File: src/rtl/dma_seq_pkg.sv
package dma_seq_pkg;
  localparam int unsigned HW_BYTES = 2;  // bytes per DMA access
  typedef enum logic [1:0] {
    REQ_HOLD = 2'd0,
    REQ_SET  = 2'd1,
    REQ_CLR  = 2'd2
  } req_act_e;
endpackage

File: src/rtl/dma_byte_ctr.sv
module dma_byte_ctr
  import dma_seq_pkg::*;
#(
  parameter int unsigned SIZE_W = 7,
  parameter int unsigned CNT_W  = 16
) (
  input  logic              clk_i,
  input  logic              rst_ni,
  input  logic              load_i,
  input  logic [CNT_W-1:0]  load_val_i,
  input  logic              acc_i,       // accepted automatic-mode access
  input  logic [SIZE_W-1:0] pkt_size_i,
  output logic              pkt_end_o,
  output logic              xfer_end_o,
  output logic [CNT_W-1:0]  rem_o
);
  localparam logic [SIZE_W:0] PKT_STEP = (SIZE_W+1)'(HW_BYTES);
  localparam logic [CNT_W-1:0] REM_STEP = CNT_W'(HW_BYTES);
  localparam logic [CNT_W-1:0] REM_LAST = CNT_W'(2*HW_BYTES - 1);

  logic [SIZE_W-1:0] pkt_cnt_q;
  logic [CNT_W-1:0]  rem_q;
  logic [SIZE_W:0]   pkt_next;
  logic              can_step;

  assign pkt_next   = {1'b0, pkt_cnt_q} + PKT_STEP;
  assign can_step   = rem_q >= REM_STEP;
  assign xfer_end_o = acc_i && can_step && (rem_q <= REM_LAST);
  assign pkt_end_o  = acc_i && ((pkt_next >= {1'b0, pkt_size_i}) || xfer_end_o);
  assign rem_o      = rem_q;

  always_ff @(posedge clk_i or negedge rst_ni) begin
    if (!rst_ni) begin
      rem_q     <= '0;
      pkt_cnt_q <= '0;
    end else if (load_i) begin
      rem_q     <= load_val_i;
      pkt_cnt_q <= '0;
    end else if (acc_i) begin
      if (can_step) rem_q <= rem_q - REM_STEP;
      pkt_cnt_q <= pkt_end_o ? '0 : pkt_next[SIZE_W-1:0];
    end
  end

  a_r5_halfword_step: assert property (@(posedge clk_i) disable iff (!rst_ni)
    (acc_i && can_step && !load_i) |=> (rem_q == $past(rem_q) - REM_STEP));
  a_r6_idle_stable: assert property (@(posedge clk_i) disable iff (!rst_ni)
    (!acc_i && !load_i) |=> $stable(rem_q));
  a_r5_load: assert property (@(posedge clk_i) disable iff (!rst_ni)
    load_i |=> (pkt_cnt_q == '0));
endmodule

File: src/rtl/dma_req_flag.sv
module dma_req_flag
  import dma_seq_pkg::*;
(
  input  logic clk_i,
  input  logic rst_ni,
  input  logic evt_i,
  input  logic sw_clr_i,
  input  logic auto_act_i,
  input  logic pkt_end_i,
  input  logic xfer_end_i,
  input  logic load_i,
  input  logic irq_en_i,
  output logic req_o,
  output logic done_o,
  output logic irq_o
);
  logic     req_q, done_q;
  req_act_e act;

  always_comb begin
    if (evt_i)                         act = REQ_SET;  // new buffer event wins
    else if (sw_clr_i)                 act = REQ_CLR;
    else if (auto_act_i && pkt_end_i)  act = REQ_CLR;
    else                               act = REQ_HOLD;
  end

  always_ff @(posedge clk_i or negedge rst_ni) begin
    if (!rst_ni) begin
      req_q  <= 1'b0;
      done_q <= 1'b0;
    end else begin
      case (act)
        REQ_SET: req_q <= 1'b1;
        REQ_CLR: req_q <= 1'b0;
        default: req_q <= req_q;
      endcase
      if (sw_clr_i || load_i)            done_q <= 1'b0;
      else if (auto_act_i && xfer_end_i) done_q <= 1'b1;
    end
  end

  assign req_o  = req_q;
  assign done_o = done_q;
  assign irq_o  = irq_en_i && (auto_act_i ? done_q : req_q);

  a_r2_evt_sets: assert property (@(posedge clk_i) disable iff (!rst_ni)
    evt_i |=> req_q);
  a_r3_pkt_hold: assert property (@(posedge clk_i) disable iff (!rst_ni)
    (req_q && !auto_act_i && !sw_clr_i) |=> req_q);
  a_r7_done_holds: assert property (@(posedge clk_i) disable iff (!rst_ni)
    (done_q && !sw_clr_i && !load_i) |=> done_q);
endmodule

File: src/rtl/dma_req_seq.sv
module dma_req_seq #(
  parameter int unsigned NUM_EP = 5,
  parameter int unsigned SIZE_W = 7,
  parameter int unsigned CNT_W  = 16
) (
  input  logic                           clk_i,
  input  logic                           rst_ni,
  input  logic [NUM_EP-1:0]              auto_mode_i,
  input  logic [NUM_EP-1:0]              dma_en_i,
  input  logic [NUM_EP-1:0]              irq_en_i,
  input  logic [NUM_EP-1:0][SIZE_W-1:0]  pkt_size_i,
  input  logic [CNT_W-1:0]               total_bytes_i,
  input  logic [NUM_EP-1:0]              total_load_i,
  input  logic [NUM_EP-1:0]              buf_evt_i,
  input  logic [NUM_EP-1:0]              dma_acc_i,
  input  logic [NUM_EP-1:0]              sw_clr_i,
  output logic [NUM_EP-1:0]              req_o,
  output logic [NUM_EP-1:0]              irq_o,
  output logic [NUM_EP-1:0]              odd_tail_o
);
  localparam logic [CNT_W-1:0] ONE_LEFT = CNT_W'(1);

  for (genvar e = 0; e < NUM_EP; e++) begin : g_ep
    logic             auto_act, acc, pkt_end, xfer_end, done;
    logic [CNT_W-1:0] rem;

    assign auto_act = auto_mode_i[e] && dma_en_i[e];
    assign acc      = dma_acc_i[e] && req_o[e] && auto_act;

    dma_byte_ctr #(.SIZE_W(SIZE_W), .CNT_W(CNT_W)) i_ctr (
      .clk_i      (clk_i),
      .rst_ni     (rst_ni),
      .load_i     (total_load_i[e]),
      .load_val_i (total_bytes_i),
      .acc_i      (acc),
      .pkt_size_i (pkt_size_i[e]),
      .pkt_end_o  (pkt_end),
      .xfer_end_o (xfer_end),
      .rem_o      (rem)
    );

    dma_req_flag i_flag (
      .clk_i      (clk_i),
      .rst_ni     (rst_ni),
      .evt_i      (buf_evt_i[e]),
      .sw_clr_i   (sw_clr_i[e]),
      .auto_act_i (auto_act),
      .pkt_end_i  (pkt_end),
      .xfer_end_i (xfer_end),
      .load_i     (total_load_i[e]),
      .irq_en_i   (irq_en_i[e]),
      .req_o      (req_o[e]),
      .done_o     (done),
      .irq_o      (irq_o[e])
    );

    assign odd_tail_o[e] = done && (rem == ONE_LEFT);

    a_r7_done_at_end: assert property (@(posedge clk_i) disable iff (!rst_ni)
      $rose(done) |-> (rem <= ONE_LEFT));
    a_r4_auto_only_hw_clear: assert property (@(posedge clk_i) disable iff (!rst_ni)
      (req_o[e] && !buf_evt_i[e] && !sw_clr_i[e] && !dma_acc_i[e]) |=> req_o[e]);
  end
endmodule

File: config.mk
export PLATFORM = sky130hd
export DESIGN_NAME = dma_req_seq
export DESIGN_NICKNAME = d
export VERILOG_FILES = /design/src/rtl/dma_seq_pkg.sv /design/src/rtl/dma_byte_ctr.sv /design/src/rtl/dma_req_flag.sv /design/src/rtl/dma_req_seq.sv
export SDC_FILE = /design/constraint.sdc
export NUM_CORES = 1
export LEC_CHECK = 0
export ABC_AREA = 1
export BUFFER_PORTS_ARGS = -buffer_cell sky130_fd_sc_hd__buf_2
export CORE_MARGIN = 8
export CORE_UTILIZATION = 45
export CTS_CLUSTER_SIZE = 10
export DETAILED_ROUTE_END_ITERATION = 8
export PLACE_DENSITY = 0.63
export SKIP_CTS_REPAIR_TIMING = 1
export SYNTH_ARGS = -nofsm -noshare
export SYNTH_HDL_FRONTEND = slang
export SYNTH_SLANG_ARGS = --single-unit
File: constraint.sdc
create_clock -name clk_i -period 1.8 [get_ports clk_i]
set_input_delay 0.45 -clock clk_i [delete_from_list [all_inputs] [get_ports clk_i]]
set_output_delay 0.45 -clock clk_i [all_outputs]
set_load 0.02 [all_outputs]
==> results.json, run 1 <==
{
  "timing_hold_violations_final": 0,
  "port-buffer-count": 102,
  "synth_top_family_by_area": "simple AND/OR/NAND/NOR gates",
  "min_from": "buf_evt_i[2]",
  "antenna_left": 0,
  "grt-ovfl-total": 0,
  "gp_congestion": 0.842,
  "cp_data_required_time_ns": 1.35,
  "drt-initial-drc-count": 557,
  "reg2reg_to": "g_ep[4].i_flag.req_o$_DFFE_PN0P_",
  "endpoint_kind": "primary output",
  "grt_pass1_vias": 8416,
  "cp_slowest_cell": "dfrtp_1",
  "synth_fa_ha_area_share_pct": 5.47,
  "synth.mux.area_fraction_pct": 0,
  "pre_cts_slack_ns": -0.153,
  "cts_tree": "done",
  "yosys.area_share.xor_xnor_pct": 2.58,
  "skew_ns": 0.00897,
  "route.detailed.drc": 0,
  "slew_viol_final": 0,
  "ios": 103,
  "synth_enable_flop_cells": 0,
  "r2r_start": "g_ep[4].i_ctr.pkt_cnt_q[1]$_DFFE_PN0P_",
  "setup_viol": 37,
  "antennaDiodeCount": 0,
  "yosysWarnings": 0,
  "fmax_ghz": 0.479,
  "synth_compound_gate_area_share_pct": 14.8,
  "grt_pass1_wl_mm": 39.6,
  "cp_data_arrival_time_ns": 1.64,
  "relSlewSlack_pct": 70.6,
  "cp_max_fo": 5,
  "power_density_nw_per_um2": 788,
  "fin_util_pct": 58.0,
  "synth_area_per_cell_sq_um": 6.86,
  "placed_cell_area_sq_um": 10500,
  "die_h_um": 159,
  "async_flop_share_pct": 100,
  "synthTopCellsByCount": "nand2_1, inv_1, dfrtp_1, nor2_1, nand3_1",
  "maxCapViolations": 0,
  "worstHoldPathCells": 3,
  "slowest_delay_ns": 0.40,
  "fin_nets": 1640,
  "min_path_type": "in2reg",
  "fin_ws_ns": -0.286,
  "vias": 8918,
  "final_cells": 1794,
  "wl_per_cell_um": 13.4,
  "track_usage_pct": 19.5,
  "setup_tns_ns": -2.62,
  "status": "finished, violations left",
  "synth-seq-cells": 120,
  "clock_sinks": 120,
  "rrSetupSlack_ns": -0.11,
  "clk_path_buf_depth": 2,
  "synth_cell_types": 39,
  "design.core.area_sq_um": 20100,
  "synth_area_sq_um": 9160,
  "syn2layout_area_growth_pct": 27.4,
  "synth_top_area_share_pct": 32.8,
  "dp_hpwl_mm": 17.5,
  "dp.cells": 1750,
  "viasPerCell": 4.97,
  "final_area_sq_um": 11700,
  "htree_levels": 4,
  "drive_above_1_share_pct": 27.3,
  "violations": "negative setup slack",
  "firstDrtPassIters": 5,
  "yosysMostFrequentCell": "nand2_1",
  "max_slew.worst_pin.slew_ns": 0.441,
  "path_class": "reg2out",
  "synth-simple-area-share_pct": 32.4,
  "insertion_delay_ns": 0.42,
  "ys.flop_type": "dfrtp_1",
  "wirelength_mm": 24.0,
  "start_util_pct": 45.6,
  "finalPower_mw": 9.20,
  "startpoint_type": "flip-flop",
  "min_to": "g_ep[2].i_flag.req_o$_DFFE_PN0P_",
  "crit_chain": "nor2_1 -> nand2_2 -> inv_1 -> nand4_1 -> nor4_2 -> buf_4",
  "fp.dieW_um": 159,
  "syn_inst": 1334,
  "worstRegToRegCells": 14,
  "dieArea_sq_um": 25200,
  "fin_hold_ws_ns": 0.216,
  "numCtsBuffers": 17,
  "rsz0062_at_grt": "true",
  "fillCellCount": 1878,
  "p_leak_nw": 6.17,
  "peakVddDrop_v": 0.000637,
  "synth_area_leaders": "dfrtp_1, nand2_1, inv_1",
  "num_rows": 52,
  "grt_start_max_net_pins": 31,
  "seq_area_frac_synth_pct": 32.8,
  "synth_nets": 1462,
  "antenna_found_initial": 0,
  "synth.largest_area_cell": "dfrtp_1",
  "fin_crit_ns": 2.09,
  "clk_pin_slew_ns": 0.05,
  "clock-root-buffer": "clkbuf_16",
  "period_share_pct": 116
}
worst max path at each step:
stage / start / cells after the start / slack (ns) / to
after global routing: g_ep[1].i_ctr.rem_o[6]$_DFFE_PN0N_ / 6 / -0.45 / odd_tail_o[1]
after CTS: g_ep[2].i_ctr.rem_o[8]$_DFFE_PN0N_ / 6 / -0.37 / odd_tail_o[2]
after detailed placement: g_ep[4].i_ctr.pkt_cnt_q[1]$_DFFE_PN0P_ / 13 / -0.15 / g_ep[4].i_flag.req_o$_DFFE_PN0P_
final: g_ep[1].i_ctr.rem_o[6]$_DFFE_PN0N_ / 6 / -0.29 / odd_tail_o[1]
after global placement: g_ep[4].i_ctr.pkt_cnt_q[1]$_DFFE_PN0P_ / 13 / -0.1 / g_ep[4].i_flag.req_o$_DFFE_PN0P_
after floorplan: g_ep[2].i_ctr.pkt_cnt_q[1]$_DFFE_PN0P_ / 13 / -0.03 / g_ep[2].i_ctr.pkt_cnt_q[1]$_DFFE_PN0P_
placed cells by master, fill, tap and decap left out, drive strengths merged, types with 3 or more instances in the layout:
master    n
o211ai   13
bufinv    4
xor2     24
nor2    129
or2       5
a21oi    63
clkbuf   23
buf     194
nand3    94
inv     222
a22oi     5
nor3      4
xnor2     3
clkinv    8
dfrtp   120
ha       40
nand4    47
a21o      5
nand2   374
o21ai   137
nor4      5
routing by layer:
layer	share of wire (%)	vias to the layer above	global-route usage, %
li1	-	4633	-
met1	46	4073	25.1
met2	48	189	32.9
met3	4.5	23	3.26
met4	1.2	0	6.11
met5	0	-	0
final cells by class:
cell class              count  area [sq um]  share of cell area (%)
clock inverters             8           140                    1.20
repair buffers            195          1270                    10.9
well taps                 270           338                    2.90
multi-input cells         952          5550                    47.5
clock buffers              23           508                    4.35
inverters                 226           853                    7.31
flip-flops and latches    120          3010                    25.8
worst max-delay path, delay by kind of cell (launching register included):
family | cells | cell delay (ns)
buf+inv | 2 | 0.26
flops | 1 | 0.40
simple gates | 4 | 0.55
cell families (layout without fill, tap and decap cells):
logic type                 count (synthesis)  count (layout)
adders and majority gates                 40              40
and+or+nand+nor                          660             660
AOI/OAI and AO/OA                        225             225
xor gates and xnor gates                  27              27
buffers and inverters                    262             452
DFF                                      120             120
registers in the layout (all words and copies together), names as in the netlist:
signal	count
g_ep.i_ctr.rem_o	80
g_ep.i_ctr.pkt_cnt_q	30
g_ep.i_flag.done_o	5
g_ep.i_flag.req_o	5
report_power, final:
group / leakage [nW] / switching (mW) / total, mW / internal [mW]
clock network: 0.325 / 1.18 / 3.70 / 2.52
logic: 4.34 / 1.37 / 2.22 / 0.853
registers: 1.50 / 0.289 / 3.28 / 2.99
total: 6.17 / 2.83 / 9.20 / 6.36
(Power assumes the default switching activity.)
==> inputs of run 2 (changes only) <==
--- a/config.mk
+++ b/config.mk
@@ -8,9 +8,11 @@
 export ABC_AREA = 1
 export BUFFER_PORTS_ARGS = -buffer_cell sky130_fd_sc_hd__buf_2
+export CELL_PAD_IN_SITES_DETAIL_PLACEMENT = 0
+export CELL_PAD_IN_SITES_GLOBAL_PLACEMENT = 2
 export CORE_MARGIN = 8
-export CORE_UTILIZATION = 45
+export CORE_UTILIZATION = 30
 export CTS_CLUSTER_SIZE = 10
 export DETAILED_ROUTE_END_ITERATION = 8
-export PLACE_DENSITY = 0.63
+export PLACE_DENSITY = 0.74
 export SKIP_CTS_REPAIR_TIMING = 1
 export SYNTH_ARGS = -nofsm -noshare
==> constraint.sdc (replaced) <==
create_clock -name clk_i -period 1.8 [get_ports clk_i]
set_input_delay 0.09 -clock clk_i [delete_from_list [all_inputs] [get_ports clk_i]]
set_output_delay 0.09 -clock clk_i [all_outputs]
set_load 0.02 [all_outputs]
==> results.json, run 2 (same netlist as run 1, synthesis figures left out) <==
{
  "status": "finished, violations left",
  "violations": "negative setup slack",
  "finalPower_mw": 9.12,
  "start_util_pct": 30.2,
  "relSlewSlack_pct": 64.2,
  "slew_viol_final": 0,
  "fin_crit_ns": 1.90,
  "rsz0062_at_grt": "true",
  "wl_per_cell_um": 14.1,
  "antenna_found_initial": 0,
  "timing_hold_violations_final": 0,
  "crit_top_cell": "nand2_1",
  "drive_above_1_share_pct": 28.3,
  "numCtsBuffers": 17,
  "max_slew.worst_pin.slew_ns": 0.536,
  "antennaDiodeCount": 0,
  "fmax_ghz": 0.526,
  "wirelength_mm": 27.5,
  "startpoint_type": "flip-flop",
  "rrSetupSlack_ns": -0.10,
  "min_path_type": "in2reg",
  "cp_data_arrival_time_ns": 2.27,
  "fin_ws_ns": -0.103,
  "fin_nets": 1661,
  "path_class": "reg2reg",
  "firstDrtPassIters": 7,
  "reg2reg_to": "g_ep[3].i_flag.req_o$_DFFE_PN0P_",
  "route.detailed.drc": 0,
  "cp_slowest_cell": "dfrtp_1",
  "maxCapViolations": 0,
  "track_usage_pct": 15.2,
  "worstHoldPathCells": 3,
  "cp_data_required_time_ns": 2.17,
  "peakVddDrop_v": 0.000586,
  "cts_tree": "done",
  "period_share_pct": 106,
  "r2r_start": "g_ep[3].i_ctr.pkt_cnt_q[1]$_DFFE_PN0P_",
  "clock-root-buffer": "clkbuf_16",
  "endpoint_kind": "flip-flop",
  "crit_chain": "ha_4 -> nand3_2 -> xor2_1 -> inv_1 -> ha_4 -> a21o_1 -> nand3_2 -> nand2_2 -> nor2_4 -> nand2_1 -> nand2_1 -> nand2_1 -> nand2_1",
  "clk_path_buf_depth": 2,
  "antenna_left": 0,
  "worstRegToRegCells": 13,
  "min_to": "g_ep[0].i_ctr.rem_o[13]$_DFFE_PN0N_",
  "skew_ns": 0.0127,
  "design.core.area_sq_um": 30300,
  "final_common_cell": "nand2_1",
  "final_cell_mix": "nand2_1, inv_1, dfrtp_1",
  "netSwitchingFraction_pct": 34.2,
  "cp_max_fo": 7,
  "viasPerCell": 4.62,
  "insertion_delay_ns": 0.42,
  "p_int_mw": 6.00,
  "htree_levels": 4,
  "largest_reg_flops": 80,
  "grt_pass1_wl_mm": 44.9,
  "min_from": "total_bytes_i[13]",
  "fin_hold_ws_ns": 0.0213,
  "power_density_nw_per_um2": 757,
  "gp_congestion": 0.771,
  "vias": 8979,
  "power.switching_mw": 3.12,
  "dieArea_sq_um": 36400,
  "setup_tns_ns": -1.70,
  "seqPwrFrac_pct": 35.9,
  "drt-initial-drc-count": 438,
  "grt_start_max_net_pins": 35,
  "fp.dieW_um": 191,
  "ios": 103,
  "pwr-share-clk_pct": 38.1,
  "num_rows": 64,
  "clk_pin_slew_ns": 0.06,
  "grt_pass1_vias": 8831,
  "p_comb_share_pct": 26.0,
  "setup_viol": 38,
  "port-buffer-count": 102,
  "slowest_delay_ns": 0.42,
  "grt-ovfl-total": 0,
  "clock_sinks": 120,
  "p_leak_nw": 6.25,
  "dp_hpwl_mm": 20.0,
  "syn2layout_area_growth_pct": 31.6,
  "die_h_um": 191
}
## run 2: changes by cell type in the layout (fill, tap and decap cells not counted), moves of 3 or more
| cell | previous run | this run |
|---|---|---|
| buf_4 | 93 | 99 |
| inv_1 | 208 | 204 |
| nand2_1 | 349 | 344 |
| nand2_4 | 4 | 7 |
| inv_4 | 2 | 5 |
| nand3_1 | 71 | 68 |
| dlygate4sd3_1 | 1 | 13 |
| clkinvlp_4 | 0 | 6 |
| clkbuf_8 | 6 | 1 |
## run 2: per-layer routing
layer / up-vias / track usage [%] / wire (um)
li1: 4688 / - / -
met1: 4159 / 20.2 / 13400
met2: 112 / 25.2 / 12900
met3: 20 / 2.38 / 784
met4: 0 / 4.56 / 361
met5: - / 0 / 0
## run 2: cell type report
type	count	area, sq um
clock inverter	14	150
tap	396	495
inverter	226	861
multi-input combinational	952	5630
fill	3262	18300
clock buffer	18	439
timing repair buffer	216	1460
sequential	120	3010
## run 2: power groups by stage
stage               clock (mW)  combinational [mW]  sequential [mW]
CTS                       3.58                2.13             3.25
global route              3.68                2.70             3.32
global placement             0                2.11             3.29
finish                    3.47                2.37             3.27
detailed placement           0                2.12             3.30
floorplan                    0                1.45             3.24
## run 2: critical path: cells and delay by family (launching register included)
family / cells / cell delay, ns
xor gates and xnor gates: 1 / 0.15
and+or+nand+nor: 8 / 0.59
DFF: 1 / 0.42
AOI/OAI and AO/OA: 1 / 0.16
adders and majority gates: 2 / 0.43
buffers and inverters: 1 / 0.09
## run 2: stage by stage
stage | cells | worst slack [ns] | area (sq um) | util, %
after CTS | 1899 | -0.279 | 11200 | 36.9
final | 1942 | -0.103 | 12000 | 39.7
after global routing | 1942 | -0.267 | 12000 | 39.7
after detailed placement | 1867 | -0.170 | 10600 | 34.9
after global placement | 1867 | -0.138 | 10600 | 34.9
after floorplan | 1334 | -0.0293 | 9270 | -
## run 2: how the worst max path moves through the flow
stage                                                       from                                     end  slack (ns)
after floorplan           g_ep[2].i_ctr.pkt_cnt_q[1]$_DFFE_PN0P_  g_ep[2].i_ctr.pkt_cnt_q[1]$_DFFE_PN0P_       -0.03
after global placement    g_ep[0].i_ctr.pkt_cnt_q[2]$_DFFE_PN0P_        g_ep[0].i_flag.req_o$_DFFE_PN0P_       -0.14
after detailed placement  g_ep[0].i_ctr.pkt_cnt_q[2]$_DFFE_PN0P_        g_ep[0].i_flag.req_o$_DFFE_PN0P_       -0.17
after CTS                    g_ep[3].i_ctr.rem_o[11]$_DFFE_PN0N_                           odd_tail_o[3]       -0.28
after global routing      g_ep[0].i_ctr.pkt_cnt_q[2]$_DFFE_PN0P_        g_ep[0].i_flag.req_o$_DFFE_PN0P_       -0.27
final                     g_ep[3].i_ctr.pkt_cnt_q[1]$_DFFE_PN0P_        g_ep[3].i_flag.req_o$_DFFE_PN0P_       -0.10
==> inputs of run 3 (changes only) <==
Settings changed: CORE_MARGIN 8 to default, PLACE_DENSITY 0.74 to 0.86.
==> results.json, run 3 (same netlist as run 1, synthesis figures left out) <==
{
  "status": "finished, violations left",
  "violations": "negative setup slack",
  "antenna_found_initial": 0,
  "fmax_ghz": 0.525,
  "fin_crit_ns": 1.91,
  "fillCellCount": 3127,
  "fin_ws_ns": -0.105,
  "largest_reg_flops": 80,
  "cp_slowest_cell": "dfrtp_2",
  "drt-initial-drc-count": 594,
  "firstDrtPassIters": 5,
  "gp_congestion": 0.815,
  "cp_data_arrival_time_ns": 2.27,
  "peakVddDrop_v": 0.000657,
  "grt_start_max_net_pins": 39,
  "relSlewSlack_pct": 59.2,
  "antennaDiodeCount": 0,
  "fin_nets": 1665,
  "die_h_um": 177,
  "p_leak_nw": 6.25,
  "crit_cells": 13,
  "slowest_delay_ns": 0.44,
  "htree_levels": 4,
  "finalPower_mw": 9.16,
  "fin_util_pct": 40.4,
  "min_path_type": "in2reg",
  "max_slew.worst_pin.slew_ns": 0.612,
  "clk_path_buf_depth": 2,
  "final_cell_mix": "nand2_1, inv_1, dfrtp_1",
  "crit_chain": "ha_4 -> nand3_2 -> xor2_1 -> inv_1 -> ha_4 -> a21o_1 -> nand3_2 -> nand2_2 -> nor2_4 -> nand2_1 -> nand2_1 -> nand2_1 -> nand2_1",
  "track_usage_pct": 17.2,
  "grt_pass1_vias": 8567,
  "rsz0062_at_grt": "true",
  "worstHoldPathCells": 6,
  "dp.cells": 1861,
  "grt_busiest_layer": "met2",
  "timing_hold_violations_final": 0,
  "pre_cts_slack_ns": -0.156,
  "start_util_pct": 30.7,
  "grt_pass1_wl_mm": 42.7,
  "route.detailed.drc": 0,
  "startpoint_type": "flip-flop",
  "final_common_cell": "nand2_1",
  "grt-ovfl-total": 0,
  "critPathTopFamily": "simple AND/OR/NAND/NOR gates",
  "final_area_sq_um": 12100,
  "setup_viol": 37,
  "clock-root-buffer": "clkbuf_16",
  "cp_max_fo": 7,
  "port-buffer-count": 102,
  "power_density_nw_per_um2": 760,
  "period_share_pct": 106,
  "syn2layout_area_growth_pct": 31.6,
  "wirelength_mm": 26.3,
  "critPathBufInv": 1,
  "path_class": "reg2reg",
  "placed_cell_area_sq_um": 10600,
  "crit_top_cell": "nand2_1",
  "dieArea_sq_um": 31200,
  "skew_ns": 0.0116,
  "endpoint_kind": "flip-flop",
  "wl_per_cell_um": 13.5,
  "cts_tree": "done",
  "met3_usage_pct": 2.66,
  "design.core.area_sq_um": 29800,
  "clock_sinks": 120,
  "insertion_delay_ns": 0.43,
  "clk_pin_slew_ns": 0.06,
  "numCtsBuffers": 17,
  "viasPerCell": 4.67,
  "vias": 9066,
  "worstRegToRegCells": 13,
  "maxCapViolations": 0,
  "fp.dieW_um": 177,
  "dp_hpwl_mm": 18.9,
  "num_rows": 63,
  "grt_use_met1_pct": 23.5,
  "drive_above_1_share_pct": 28.5,
  "cp_data_required_time_ns": 2.16,
  "use_met2_pct": 28.0,
  "antenna_left": 0,
  "slew_viol_final": 0,
  "final_cells": 1940,
  "ios": 103
}
==> run 3: path summary, 6_finish.rpt <==
| kind | from | slack (ns) | end |
|---|---|---|---|
| setup reg to reg | g_ep[4].i_ctr.pkt_cnt_q[2]$_DFFE_PN0P_ | -0.11 | g_ep[4].i_flag.req_o$_DFFE_PN0P_ |
| hold / removal | dma_acc_i[0] | 0.03 | g_ep[0].i_flag.req_o$_DFFE_PN0P_ |
| setup / recovery | g_ep[4].i_ctr.pkt_cnt_q[2]$_DFFE_PN0P_ | -0.11 | g_ep[4].i_flag.req_o$_DFFE_PN0P_ |
| max in group asynchronous | rst_ni | 0.93 | g_ep[3].i_ctr.rem_o[0]$_DFFE_PN0P_ |
| hold reg to reg | g_ep[1].i_ctr.rem_o[10]$_DFFE_PN0N_ | 0.51 | g_ep[1].i_ctr.rem_o[10]$_DFFE_PN0N_ |
| min in group asynchronous | rst_ni | 0.22 | g_ep[4].i_ctr.rem_o[8]$_DFFE_PN0N_ |
==> run 3: layer usage <==
layer	share of wire, %	up-vias
li1	-	4688
met1	48	4210
met2	47	144
met3	3.3	24
met4	1.4	0
met5	0	-
==> run 3: final cells by class <==
type / instances / area [sq um] / area share (%)
tap: 390 / 488 / 4.05
timing repair buffer: 220 / 1490 / 12.4
inverter: 226 / 863 / 7.16
clock inverter: 9 / 123 / 1.02
multi-input combinational: 952 / 5610 / 46.5
sequential: 120 / 3010 / 25.0
clock buffer: 23 / 468 / 3.88
==> run 3: metrics by stage <==
step	setup TNS, ns	hold WS [ns]
after global placement	-2.28	0.145
after detailed placement	-3.65	0.143
after CTS	-5.52	-0.313
after global routing	-7.39	0.0467
after floorplan	-0.0962	-0.206
final	-2.11	0.0308
==> run 3: worst register-to-register path: cells and delay by family (launching register included) <==
| family | cells | cell delay [ns] |
|---|---|---|
| adders and majority gates | 2 | 0.40 |
| DFF | 1 | 0.44 |
| AOI/OAI and AO/OA | 1 | 0.16 |
| and+or+nand+nor | 8 | 0.58 |
| xor gates and xnor gates | 1 | 0.14 |
| buffers and inverters | 1 | 0.09 |
==> run 3: power by group <==
part           total [mW]  switching [mW]  leakage [nW]  internal (mW)
combinational        2.38            1.44          4.46          0.944
clock                3.49            1.25         0.291           2.24
sequential           3.29           0.297          1.50           2.99
